`config.mk`:
```
export PLATFORM = sky130hd
export DESIGN_NAME = irq_prio_ctrl
export DESIGN_NICKNAME = d
export VERILOG_FILES = /design/src/rtl/irq_pkg.sv /design/src/rtl/irq_pend.sv /design/src/rtl/irq_prio_enc.sv /design/src/rtl/irq_mask_stack.sv /design/src/rtl/irq_prio_ctrl.sv
export SDC_FILE = /design/constraint.sdc
export NUM_CORES = 1
export LEC_CHECK = 0
export BUFFER_PORTS_ARGS = -buffer_cell sky130_fd_sc_hd__buf_2
export CORE_UTILIZATION = 40
export CTS_CLUSTER_DIAMETER = 200
export DETAILED_ROUTE_END_ITERATION = 16
export PLACE_DENSITY = 0.63
export SYNTH_ARGS = -nofsm -noshare
export SYNTH_HDL_FRONTEND = slang
export SYNTH_SLANG_ARGS = --single-unit
```
`constraint.sdc`:
```
create_clock -name clk -period 4.34 [get_ports clk]
set_input_delay 0.217 -clock clk [delete_from_list [all_inputs] [get_ports clk]]
set_output_delay 0.217 -clock clk [all_outputs]
set_load 0.1 [all_outputs]
```
`src/rtl/irq_pkg.sv`:
```
// Package irq_pkg
// Shared register selection type for the interrupt controller.
// Assumes a single-bit register address space.
package irq_pkg;
    typedef enum logic {
        REG_STATUS = 1'b0,
        REG_CAUSE  = 1'b1
    } reg_sel_e;
endpackage

```
`src/rtl/irq_pend.sv`:
```
// Module irq_pend
// Builds the pending vector: upper bits mirror hardware request levels,
// lowest NSW bits are software-held flags loaded by a register write.
// Assumes requests are already synchronous to clk.
module irq_pend #(
    parameter int unsigned NSRC = 8,
    parameter int unsigned NSW  = 2
) (
    input  logic                 clk,
    input  logic                 rst_n,
    input  logic [NSRC-NSW-1:0]  hw_req,
    input  logic                 sw_wr,
    input  logic [NSW-1:0]       sw_wdata,
    output logic [NSRC-1:0]      pend
);
    logic [NSW-1:0] sw_q;

    // Software pending flags: cleared on reset, loaded by cause writes.
    always_ff @(posedge clk) begin
        if (!rst_n) begin
            sw_q <= '0;
        end else if (sw_wr) begin
            sw_q <= sw_wdata;
        end
    end

    // Concatenate level-following hardware bits above software bits.
    always_comb begin
        pend = {hw_req, sw_q};
    end
endmodule

```
`src/rtl/irq_prio_enc.sv`:
```
// Module irq_prio_enc
// Priority encoder: highest set index wins. Reports zero when nothing set.
// Assumes N is a power of two or at least 2.
module irq_prio_enc #(
    parameter int unsigned N = 8,
    localparam int unsigned IW = $clog2(N)
) (
    input  logic [N-1:0]  req,
    output logic          any,
    output logic [IW-1:0] id
);
    // Scan upward so the last (highest) set bit overrides lower ones.
    always_comb begin
        id = '0;
        for (int i = 0; i < N; i++) begin
            if (req[i]) begin
                id = IW'(i);
            end
        end
        any = |req;
    end
endmodule

```
`src/rtl/irq_mask_stack.sv`:
```
// Module irq_mask_stack
// LIFO holding saved masks across nested handler entries.
// Assumes the caller never pushes when full nor pops when empty.
module irq_mask_stack #(
    parameter int unsigned W     = 8,
    parameter int unsigned DEPTH = 8,
    localparam int unsigned CW   = $clog2(DEPTH + 1),
    localparam int unsigned PW   = (DEPTH > 1) ? $clog2(DEPTH) : 1
) (
    input  logic         clk,
    input  logic         rst_n,
    input  logic         push,
    input  logic         pop,
    input  logic [W-1:0] din,
    output logic [W-1:0] top,
    output logic         full,
    output logic         empty
);
    logic [W-1:0]  mem [DEPTH];
    logic [CW-1:0] count;

    // Occupancy counter: push grows, pop shrinks.
    always_ff @(posedge clk) begin
        if (!rst_n) begin
            count <= '0;
        end else if (pop) begin
            count <= count - CW'(1);
        end else if (push) begin
            count <= count + CW'(1);
        end
    end

    // Storage write at the current free slot.
    always_ff @(posedge clk) begin
        if (push && !pop) begin
            mem[PW'(count)] <= din;
        end
    end

    // Top-of-stack view and occupancy flags.
    always_comb begin
        empty = (count == '0);
        full  = (count == CW'(DEPTH));
        top   = empty ? '0 : mem[PW'(count - CW'(1))];
    end

    // the caller must never push past the last slot.
    a_r11_no_overflow: assert property (@(posedge clk) disable iff (!rst_n)
        push |-> !full);

    // the caller must never pop an empty stack.
    a_r9_no_underflow: assert property (@(posedge clk) disable iff (!rst_n)
        pop |-> !empty);
endmodule

```
`src/rtl/irq_prio_ctrl.sv`:
```
// Module irq_prio_ctrl
// Priority-level maskable interrupt controller. Combines pending and mask,
// raises irq_out under a global enable, and on handler entry saves the mask
// and narrows it to strictly higher sources; return restores it.
// Assumes enter/leave are single-cycle pulses from the processor.
module irq_prio_ctrl #(
    parameter int unsigned NSRC  = 8,
    parameter int unsigned NSW   = 2,
    parameter int unsigned DEPTH = 8,
    parameter int unsigned DW    = 16,
    localparam int unsigned IW   = $clog2(NSRC),
    localparam int unsigned NHW  = NSRC - NSW
) (
    input  logic            clk,
    input  logic            rst_n,
    input  logic [NHW-1:0]  hw_req,
    input  logic            reg_wr,
    input  logic            reg_addr,
    input  logic [DW-1:0]   reg_wdata,
    output logic [DW-1:0]   reg_rdata,
    input  logic            enter,
    input  logic            leave,
    output logic            irq_out,
    output logic [IW-1:0]   irq_id
);
    import irq_pkg::*;

    logic [NSRC-1:0] pend;
    logic [NSRC-1:0] mask_q;
    logic            gie_q;
    logic [NSRC-1:0] enabled;
    logic            any_en;
    logic [NSRC-1:0] keep_hi;
    logic [NSRC-1:0] stk_top;
    logic            stk_full;
    logic            stk_empty;
    logic            take_enter;
    logic            take_leave;
    logic            wr_status;
    logic            wr_cause;
    logic            unused_wdata;

    assign unused_wdata = ^reg_wdata[DW-1:NSRC+1];

    // Decode register writes by address.
    always_comb begin
        wr_status = reg_wr && (reg_addr == REG_STATUS);
        wr_cause  = reg_wr && (reg_addr == REG_CAUSE);
    end

    irq_pend #(.NSRC(NSRC), .NSW(NSW)) u_pend (
        .clk      (clk),
        .rst_n    (rst_n),
        .hw_req   (hw_req),
        .sw_wr    (wr_cause),
        .sw_wdata (reg_wdata[NSW-1:0]),
        .pend     (pend)
    );

    // Gate pending sources with their mask bits.
    always_comb begin
        enabled = pend & mask_q;
    end

    irq_prio_enc #(.N(NSRC)) u_enc (
        .req (enabled),
        .any (any_en),
        .id  (irq_id)
    );

    // Request the processor only under the global enable.
    always_comb begin
        irq_out = gie_q && any_en;
    end

    // Per-bit keep mask: only sources strictly above the serviced one survive.
    for (genvar g = 0; g < NSRC; g++) begin : g_keep
        assign keep_hi[g] = (g > int'(irq_id));
    end

    // Arbitrate entry and return; return wins a tie.
    always_comb begin
        take_leave = leave && !stk_empty;
        take_enter = enter && !leave && irq_out && !stk_full;
    end

    irq_mask_stack #(.W(NSRC), .DEPTH(DEPTH)) u_stack (
        .clk   (clk),
        .rst_n (rst_n),
        .push  (take_enter),
        .pop   (take_leave),
        .din   (mask_q),
        .top   (stk_top),
        .full  (stk_full),
        .empty (stk_empty)
    );

    // Status register: mask and global enable, updated by entry/return/write.
    always_ff @(posedge clk) begin
        if (!rst_n) begin
            mask_q <= '0;
            gie_q  <= 1'b0;
        end else if (take_leave) begin
            mask_q <= stk_top;
        end else if (take_enter) begin
            mask_q <= mask_q & keep_hi;
            gie_q  <= 1'b1;
        end else if (wr_status) begin
            mask_q <= reg_wdata[NSRC-1:0];
            gie_q  <= reg_wdata[NSRC];
        end
    end

    // Read mux for the two register words.
    always_comb begin
        if (reg_addr == REG_STATUS) begin
            reg_rdata = DW'({gie_q, mask_q});
        end else begin
            reg_rdata = DW'(pend);
        end
    end

    // no request without the global enable.
    a_r2_needs_gie: assert property (@(posedge clk) disable iff (!rst_n)
        irq_out |-> gie_q);

    // the reported index names an enabled pending source with none above it.
    a_r3_id_is_top: assert property (@(posedge clk) disable iff (!rst_n)
        any_en |-> ((enabled >> irq_id) == NSRC'(1)));

    // an accepted entry narrows the mask and re-enables globally.
    a_r7_entry_narrows: assert property (@(posedge clk) disable iff (!rst_n)
        take_enter |=> (gie_q && mask_q == ($past(mask_q) & $past(keep_hi))));

    // an accepted return reinstates the saved mask and keeps the enable.
    a_r9_restore: assert property (@(posedge clk) disable iff (!rst_n)
        take_leave |=> (mask_q == $past(stk_top) && gie_q == $past(gie_q)));

    // an entry without a request leaves the status unchanged.
    a_r8_ignore_idle: assert property (@(posedge clk) disable iff (!rst_n)
        (enter && !leave && !irq_out && !reg_wr) |=> $stable(mask_q));
endmodule

```
==> impl_metrics.ini, run 1 <==
[synthesis]
yosysWarningCount = 0
synth_xor_area_share_pct = 0.480
yosys.area_share.simple_pct = 10.6
synth_top_family_by_area = multiplexers
synth_top_area_share_pct = 52.7
synth_compound_area_share_pct = 11.5
synth_edf_count = 64
synthCells = 262
seq_area_frac_synth_pct = 60.9
yosysTopAreaCell = edfxtp_1
synthMuxAreaShare_pct = 12.0
synthesis.area_um2 = 3650
synth_area_leaders = edfxtp_1, mux4_2, dfxtp_1, nand2_1, o21ai_0
postSynthAreaPerCell_um2 = 13.9
yosysUniqueCellTypes = 54
ys.flop_type = edfxtp_1
synthArstFlopShare_pct = 0
ys_ff_latch = 79
yosys.area_share.adder_pct = 0.686

[place]
dp_hpwl_um = 5270
gp_congestion = 0.778
io_buffers = 33

[finish]
seq_area_um2 = 2220
multiInputGateArea_um2 = 1310
drive_above_1_share_pct = 27.0
post-route-util_pct = 46.4
fin_nets = 332
area_growth_pct = 11.5
final_common_cell = edfxtp_1
layout_common_cells = edfxtp_1, buf_2, nand2_1, o21ai_0, mux4_2
antenna_cells = 0
fillers = 797

[sta]
fmax_mhz = 347
fin_tns_setup_ps = 0
slew_headroom_pct = 46.1
hold_violations = 0
fin_crit_ps = 2880
rsz0062_at_grt = no
finClkSkew_ps = 7.83
worst_slew_pin_slew_ps = 806
maxSlewViolCount = 0
fin_crit_sh_pct = 66.5
setup_viol = 0

[die]
die_h_um = 97.5
core_area_um2 = 8760
ioPinCount = 48
dieArea_um2 = 9500
placementRows = 34
die_w_um = 97.5
initial_core_util_pct = 41.6

[critical_path]
crit_fanout = 13
cp.arrival_ps = 2850
worstPathCellList = inv_1 > ha_1 > and3b_4 > nor3_4 > nand3_1 > nor2_1
crit_family = simple AND/OR/NAND/NOR gates
worstPathRequired_ps = 4310
cp-start-kind = flip-flop
cp_slowest_stage_delay_ps = 680
cp.buffers_inverters = 1
crit_slowest_cell = nor2_1
worstSetupEndpointType = flip-flop
crit_type = flip-flop to flip-flop

[clock_tree]
cts-root-buf = clkbuf_8
numCtsBuffers = 9
htreeDepth = 3
post_cts_buffers = 0
cts.sinks = 79
cts.hold.buffers_added = 0
clockBufferDepth = 2
tritoncts = yes
cts_resized = 0
insertion_delay_ps = 340
clk_pin_slew_ps = 70

[grt]
antenna_found_initial = 0
grt_pass1_wl_um = 12200
grt_util_all_layers_pct = 16.9
grt.overflow.total = 0
grt_pass1_vias = 2270
grt_max_degree = 23

[power]
fin_total_pwr_uw = 2590
ir_drop_mv = 0.607
p_leak_uw = 0.00144
p_per_area_nw_per_um2 = 638

[run]
maxCapViolations = 0

[min_path]
min_path_type = input pin to flip-flop

[detailed_routing]
vias = 2281
wire_per_inst_um = 18.1
wirelength_um = 7510
drt-pass1-iter-count = 4
ant_nets = 0
drt_iter0_drc = 162
vias_per_cell = 5.50
drcViolationCount = 0

[run_status]
outcome = finished, final reports clean
==> Yosys cell counts (2+ instances only) <==
cell type,number
edfxtp_1,64
nand2_1,28
o21ai_0,19
mux4_2,16
dfxtp_1,15
nor2_1,10
nand3_1,9
a21oi_1,8
buf_4,8
inv_1,8
mux2_2,5
nor3_1,5
a31oi_1,4
clkbuf_1,4
nand2b_1,4
buf_2,3
nor2b_1,3
o21ai_1,3
o22ai_1,3
a22oi_2,2
a22oi_4,2
a32o_1,2
and3_1,2
ha_1,2
mux2i_1,2
nor3b_1,2
o31ai_1,2
==> layer usage <==
layer,wire (µm),vias to the layer above,share of wire (%),global-route usage [%]
met5,0,-,0,0
met4,70,0,0.93,6.22
met3,365,8,4.9,3.60
met2,3610,60,48,27.1
met1,3460,1129,46,22.8
li1,-,1084,-,-
==> power breakdown <==
group          internal, µW  leakage, µW  switching [µW]
combinational           360     0.000648             718
sequential              930     0.000711             137
clock                   207    0.0000784             240
==> worst register-to-register path, cell delays in order, from the launching register on <==
cell,delay (ps)
dfxtp_1,460
inv_1,90
ha_1,350
and3b_4,260
nor3_4,410
nand3_1,250
nor2_1,680
==> worst paths after layout <==
| path | startpoint | end | slack [ps] | depth (start not counted) |
|---|---|---|---|---|
| setup / recovery | u_stack.count[1]$_SDFFE_PN0P_ | u_stack.mem[7][0]$_DFFE_PP_ | 1460 | 6 |
| hold / removal | reg_wdata[0] | u_pend.sw_q[0]$_SDFFE_PN0P_ | 140 | 3 |
| hold reg to reg | u_pend.sw_q[0]$_SDFFE_PN0P_ | u_pend.sw_q[0]$_SDFFE_PN0P_ | 490 | 2 |
| setup reg to reg | u_stack.count[1]$_SDFFE_PN0P_ | u_stack.mem[7][0]$_DFFE_PP_ | 1460 | 6 |
==> kinds of logic after synthesis <==
kind of cell             Yosys count
AO/OA/AOI/OAI                     57
XOR/XNOR                           2
adder cells (fa/ha/maj)            2
buffers and inverters             25
flip-flops                        79
multiplexers                      23
other                              1
AND/OR/NAND/NOR                   73
==> through the flow <==
| step | std cells | setup slack (ps) | cell area [µm²] | hold slack, ps |
|---|---|---|---|---|
| after floorplan | 268 | 1310 | 3670 | 340 |
| after global placement | 399 | 1510 | 3910 | 479 |
| after detailed placement | 399 | 1460 | 3910 | 486 |
| after CTS | 415 | 1440 | 4070 | 124 |
| after global routing | 415 | 1140 | 4070 | 131 |
| final | 415 | 1460 | 4070 | 143 |
==> flip-flops by register name, indices dropped and copies added (netlist names) <==
| signal | count |
|---|---|
| gie_q | 1 |
| mask_q | 8 |
| u_stack.mem | 64 |
| u_pend.sw_q | 2 |
| u_stack.count | 4 |
==> cell type report <==
type,count,share of cell area (%)
repair buffers,39,5.17
multi-input cells,164,32.3
flip-flops and latches,79,54.6
clock inverters,2,0.246
clock buffers,14,3.51
well taps,108,3.32
inverters,9,0.831
Power figures use the tool's default switching activity.
==> run 2, diff against run 1 <==
Settings changed: PLACE_DENSITY 0.63 to 0.65.
Clock period 4.34 ns to 2.4 ns, I/O delays scaled along.
==> impl_metrics.ini, run 2 (same netlist as run 1, synthesis figures left out) <==
[critical_path]
worstPathCellList = inv_1 > ha_1 > and3b_4 > nor3_4 > nand3_1 > nor2_2
crit_fanout = 8
worstSetupEndpointType = flip-flop
reg2reg_from = u_stack.count[0]$_SDFFE_PN0P_
r2r_cells = 6
crit_type = flip-flop to flip-flop
cp_slowest_stage_delay_ps = 490
worstPathRequired_ps = 2380
cp-startpoint = u_stack.count[0]$_SDFFE_PN0P_
cp-start-kind = flip-flop
cp.arrival_ps = 2100
crit_slowest_cell = nor2_2

[finish]
layout_common_cells = edfxtp_1, buf_2, nand2_1, buf_4, mux4_2
top_register = u_stack.mem
largest_reg_flops = 64
drive_above_1_share_pct = 33.6
fillers = 777
area_growth_pct = 16.0
fin_nets = 346
reg_top3 = u_stack.mem: 64 flops, mask_q: 8 flops, u_stack.count: 4 flops
final_common_cell = edfxtp_1
antenna_cells = 0

[power]
p_leak_uw = 0.00153
ir_drop_mv = 1.42
p_per_area_nw_per_um2 = 1170

[run]
maxCapViolations = 0

[detailed_routing]
ant_nets = 0
drt-pass1-iter-count = 4
vias_per_cell = 5.50
drt_iter0_drc = 148
wirelength_um = 7770
drcViolationCount = 0
wire_per_inst_um = 18.1
vias = 2361

[clock_tree]
clk_pin_slew_ps = 80
tritoncts = yes
post_cts_buffers = 0
cts.hold.buffers_added = 0
numCtsBuffers = 9
cts.sinks = 79
cts_resized = 0
cts-root-buf = clkbuf_8
insertion_delay_ps = 340
clockBufferDepth = 2
htreeDepth = 3

[min_path]
whs_path_depth = 3
min_from = reg_wdata[1]
min_path_type = input pin to flip-flop

[die]
placementRows = 34
core_area_um2 = 8760
initial_core_util_pct = 41.6
dieArea_um2 = 9500
die_h_um = 97.5
die_w_um = 97.5
ioPinCount = 48

[sta]
worst_slew_pin_slew_ps = 578
fin_tns_setup_ps = 0
hold_ws_ps = 43.5
finClkSkew_ps = 12.0
fmax_mhz = 473
setup_viol = 0
fin_crit_sh_pct = 88.1
fin_crit_ps = 2120
maxSlewViolCount = 0
slew_headroom_pct = 61.4
rsz0062_at_grt = no
hold_violations = 0

[grt]
grt.overflow.total = 0
grt_pass1_vias = 2341
grt_max_degree = 23
antenna_found_initial = 0
grt_pass1_wl_um = 12400
grt_util_all_layers_pct = 17.2

[run_status]
outcome = finished, final reports clean

[place]
dp_hpwl_um = 5620
gp_congestion = 0.846
io_buffers = 33
run 2: critical path, delay by kind of cell, from the launching register on:
family                     cells  cell delay, ps
DFF                            1             330
and+or+nand+nor                4            1140
buffers and inverters          1              70
adders and majority gates      1             220
run 2: metal layers:
metal  wire length (µm)  track usage (%)
met5                  0                0
met1               3450             21.9
met3                304             3.60
met4                 81             4.86
met2               3930             29.6
run 2: power breakdown:
| group | switching (µW) | internal (µW) | total (µW) | leakage, µW |
|---|---|---|---|---|
| Clock | 498 | 392 | 890 | 0.0000890 |
| Sequential | 82.0 | 1680 | 1760 | 0.000712 |
| Combinational | 1530 | 768 | 2300 | 0.000725 |
run 2: final cells by class:
class | instances | area (µm²) | area share (%)
Sequential cell | 79 | 2220 | 52.5
Tap cell | 108 | 135 | 3.19
Multi-Input combinational cell | 164 | 1340 | 31.7
Timing Repair Buffer | 53 | 315 | 7.45
Inverter | 9 | 33.8 | 0.798
Clock inverter | 6 | 53.8 | 1.27
Clock buffer | 10 | 128 | 3.02
run 2: final timing paths:
| path | to | slack, ps |
|---|---|---|
| worst max-delay path | u_stack.mem[5][7]$_DFFE_PP_ | 280 |
| worst min-delay path | u_pend.sw_q[1]$_SDFFE_PN0P_ | 40 |
| worst max register to register | u_stack.mem[5][7]$_DFFE_PP_ | 280 |
| worst min register to register | u_pend.sw_q[0]$_SDFFE_PN0P_ | 490 |
run 2: per-stage QoR:
step                      total power [µW]  setup WS (ps)  util, %  area, µm²  std cells
after floorplan                       3540           -187        -       3710        268
after global placement                4050            319     46.2       4050        413
after detailed placement              4090            288     46.2       4050        413
after CTS                             4980            271     48.3       4230        429
after global routing                  5200            123     48.3       4230        429
final                                 4950            284     48.3       4230        429
==> run 3, diff against run 2 <==
Settings changed: CORE_UTILIZATION 40 to 33, PLACE_DENSITY 0.65 to 0.55.
Clock period 2.4 ns to 1.97 ns, I/O delays scaled along.
==> impl_metrics.ini, run 3 (same netlist as run 1, synthesis figures left out) <==
[run_status]
outcome = finished, final reports clean

[clock_tree]
clockBufferDepth = 2
insertion_delay_ps = 340
cts-root-buf = clkbuf_8
cts.sinks = 79
numCtsBuffers = 9
tritoncts = yes
cts.hold.buffers_added = 0
clk_pin_slew_ps = 80
htreeDepth = 3

[critical_path]
r2r_slack_ps = 60
crit_family = compound AO/OA/AOI/OAI gates
r2r-end = mask_q[1]$_SDFFE_PN0P_
worstSetupEndpointType = flip-flop
cp-start-kind = flip-flop
reg2reg_from = u_stack.count[0]$_SDFFE_PN0P_
r2r_cells = 8
worstPathCellList = inv_6 > ha_4 > and3b_4 > nor3_4 > buf_4 > a211oi_4 > nand2b_4 > o22ai_1
worstPathRequired_ps = 2190
cp.buffers_inverters = 2
cp_slowest_stage_delay_ps = 450
cp.arrival_ps = 2130
crit_fanout = 8
crit_type = flip-flop to flip-flop
crit_slowest_cell = a211oi_4

[grt]
grt_use_met3_pct = 2.37
use_met2_pct = 23.9
grt_pass1_wl_um = 13000
grt_pass1_vias = 2384
grt.overflow.total = 0
antenna_found_initial = 0
grt.busiest_layer = met2
grt_use_met1_pct = 21.9
grt_max_degree = 23
grt_util_all_layers_pct = 15.4

[die]
core_area_um2 = 10800
die_h_um = 107
dieArea_um2 = 11500
initial_core_util_pct = 33.8
placementRows = 38
ioPinCount = 48
die_w_um = 107

[detailed_routing]
wire_per_inst_um = 17.1
vias = 2398
drt_iter0_drc = 142
ant_nets = 0
wirelength_um = 8100
vias_per_cell = 5.05
drt-pass1-iter-count = 4
drcViolationCount = 0

[sta]
finClkSkew_ps = 13.0
maxSlewViolCount = 0
fin_crit_sh_pct = 97.0
fmax_mhz = 523
fin_tns_setup_ps = 0
rsz0062_at_grt = yes
hold_violations = 0
setup_viol = 0
fin_crit_ps = 1910

[min_path]
min_to = u_pend.sw_q[0]$_SDFFE_PN0P_
min_from = reg_wdata[0]
whs_path_depth = 3
min_path_type = input pin to flip-flop

[power]
p_leak_uw = 0.00163
pwr-share-seq_pct = 34.2
p_int_uw = 3620
switching_share_pct = 42.3
ir_drop_mv = 1.08
comb_power_share_pct = 49.2
switching_power_uw = 2660
p_per_area_nw_per_um2 = 1400
fin_total_pwr_uw = 6280
clockPowerShare_pct = 16.6

[finish]
antenna_cells = 0
largest_reg_flops = 64
reg_top3 = u_stack.mem: 64 flops, mask_q: 8 flops, u_stack.count: 4 flops
fin_nets = 360
area_growth_pct = 22.8
drive_above_1_share_pct = 40.3
final_common_cell = edfxtp_1
top_register = u_stack.mem
layout_common_cells = edfxtp_1, buf_2, buf_4, nand2_1, mux4_2
post-route-util_pct = 41.5
stdcell_area_um2 = 4480

[place]
gp_congestion = 0.838
dpl_cell_area_um2 = 4250
dp_hpwl_um = 5890
io_buffers = 33

[run]
maxCapViolations = 0
run 3: cell types whose count changed in the layout (fill, tap and decap cells not counted), sizes merged:
| cell | delta |
|---|---|
| clkbuf | +1 |
| clkinvlp | +1 |
| buf | +14 |
| clkinv | -1 |
| inv | -1 |
run 3: power by group through the flow:
stage | Clock [µW] | Combinational [µW] | Sequential [µW]
6_report | 1040 | 3090 | 2150
4_1_cts | 1060 | 3050 | 2140
5_1_grt | 1130 | 3320 | 2160
3_3_place_gp | 0 | 2980 | 2180
3_5_place_dp | 0 | 3010 | 2180
2_1_floorplan | 0 | 2120 | 2270
run 3: metrics by stage:
stage          setup slack (ps)  hold WS [ps]  cells
6_report                   58.7          28.9    475
5_1_grt                   -61.0          19.2    475
4_1_cts                    11.2          19.9    475
3_5_place_dp              -13.9           381    459
3_3_place_gp               25.1           372    459
2_1_floorplan              -298           221    268
run 3: layout make-up:
class	count	area, µm²
Fill cell	991	6310
Sequential cell	79	2230
Multi-Input combinational cell	164	1430
Timing Repair Buffer	67	443
Tap cell	140	175
Clock buffer	11	131
Inverter	9	38.8
Clock inverter	5	33.8
run 3: tightest hold or removal path: stages:
cell and delay [ps]:
buf_2 100, nand3_1 60, a21oi_1 60
run 3: what timing repair did:
action | in CTS | in global routing
gates resized for setup | 5 | 10
pin swaps | 1 | 2
setup buffers | 0 | 0
setup endpoints to repair | 8 | 63
run 3: per-layer routing:
layer	up-vias	routed length [µm]
li1	1134	-
met1	1175	3730
met2	82	3800
met3	7	515
met4	0	60
met5	-	0
run 3: worst max-delay path by stage:
stage	from	end	slack, ps	depth (start not counted)
after floorplan	u_stack.count[0]$_SDFFE_PN0P_	u_stack.mem[5][0]$_DFFE_PP_	-300	7
after global placement	u_stack.count[0]$_SDFFE_PN0P_	u_stack.mem[0][5]$_DFFE_PP_	30	7
after detailed placement	u_stack.count[0]$_SDFFE_PN0P_	u_stack.mem[0][4]$_DFFE_PP_	-10	7
after CTS	u_stack.count[0]$_SDFFE_PN0P_	u_stack.mem[0][7]$_DFFE_PP_	10	7
after global routing	u_stack.count[0]$_SDFFE_PN0P_	mask_q[7]$_SDFFE_PN0P_	-60	7
final	u_stack.count[0]$_SDFFE_PN0P_	mask_q[1]$_SDFFE_PN0P_	60	8
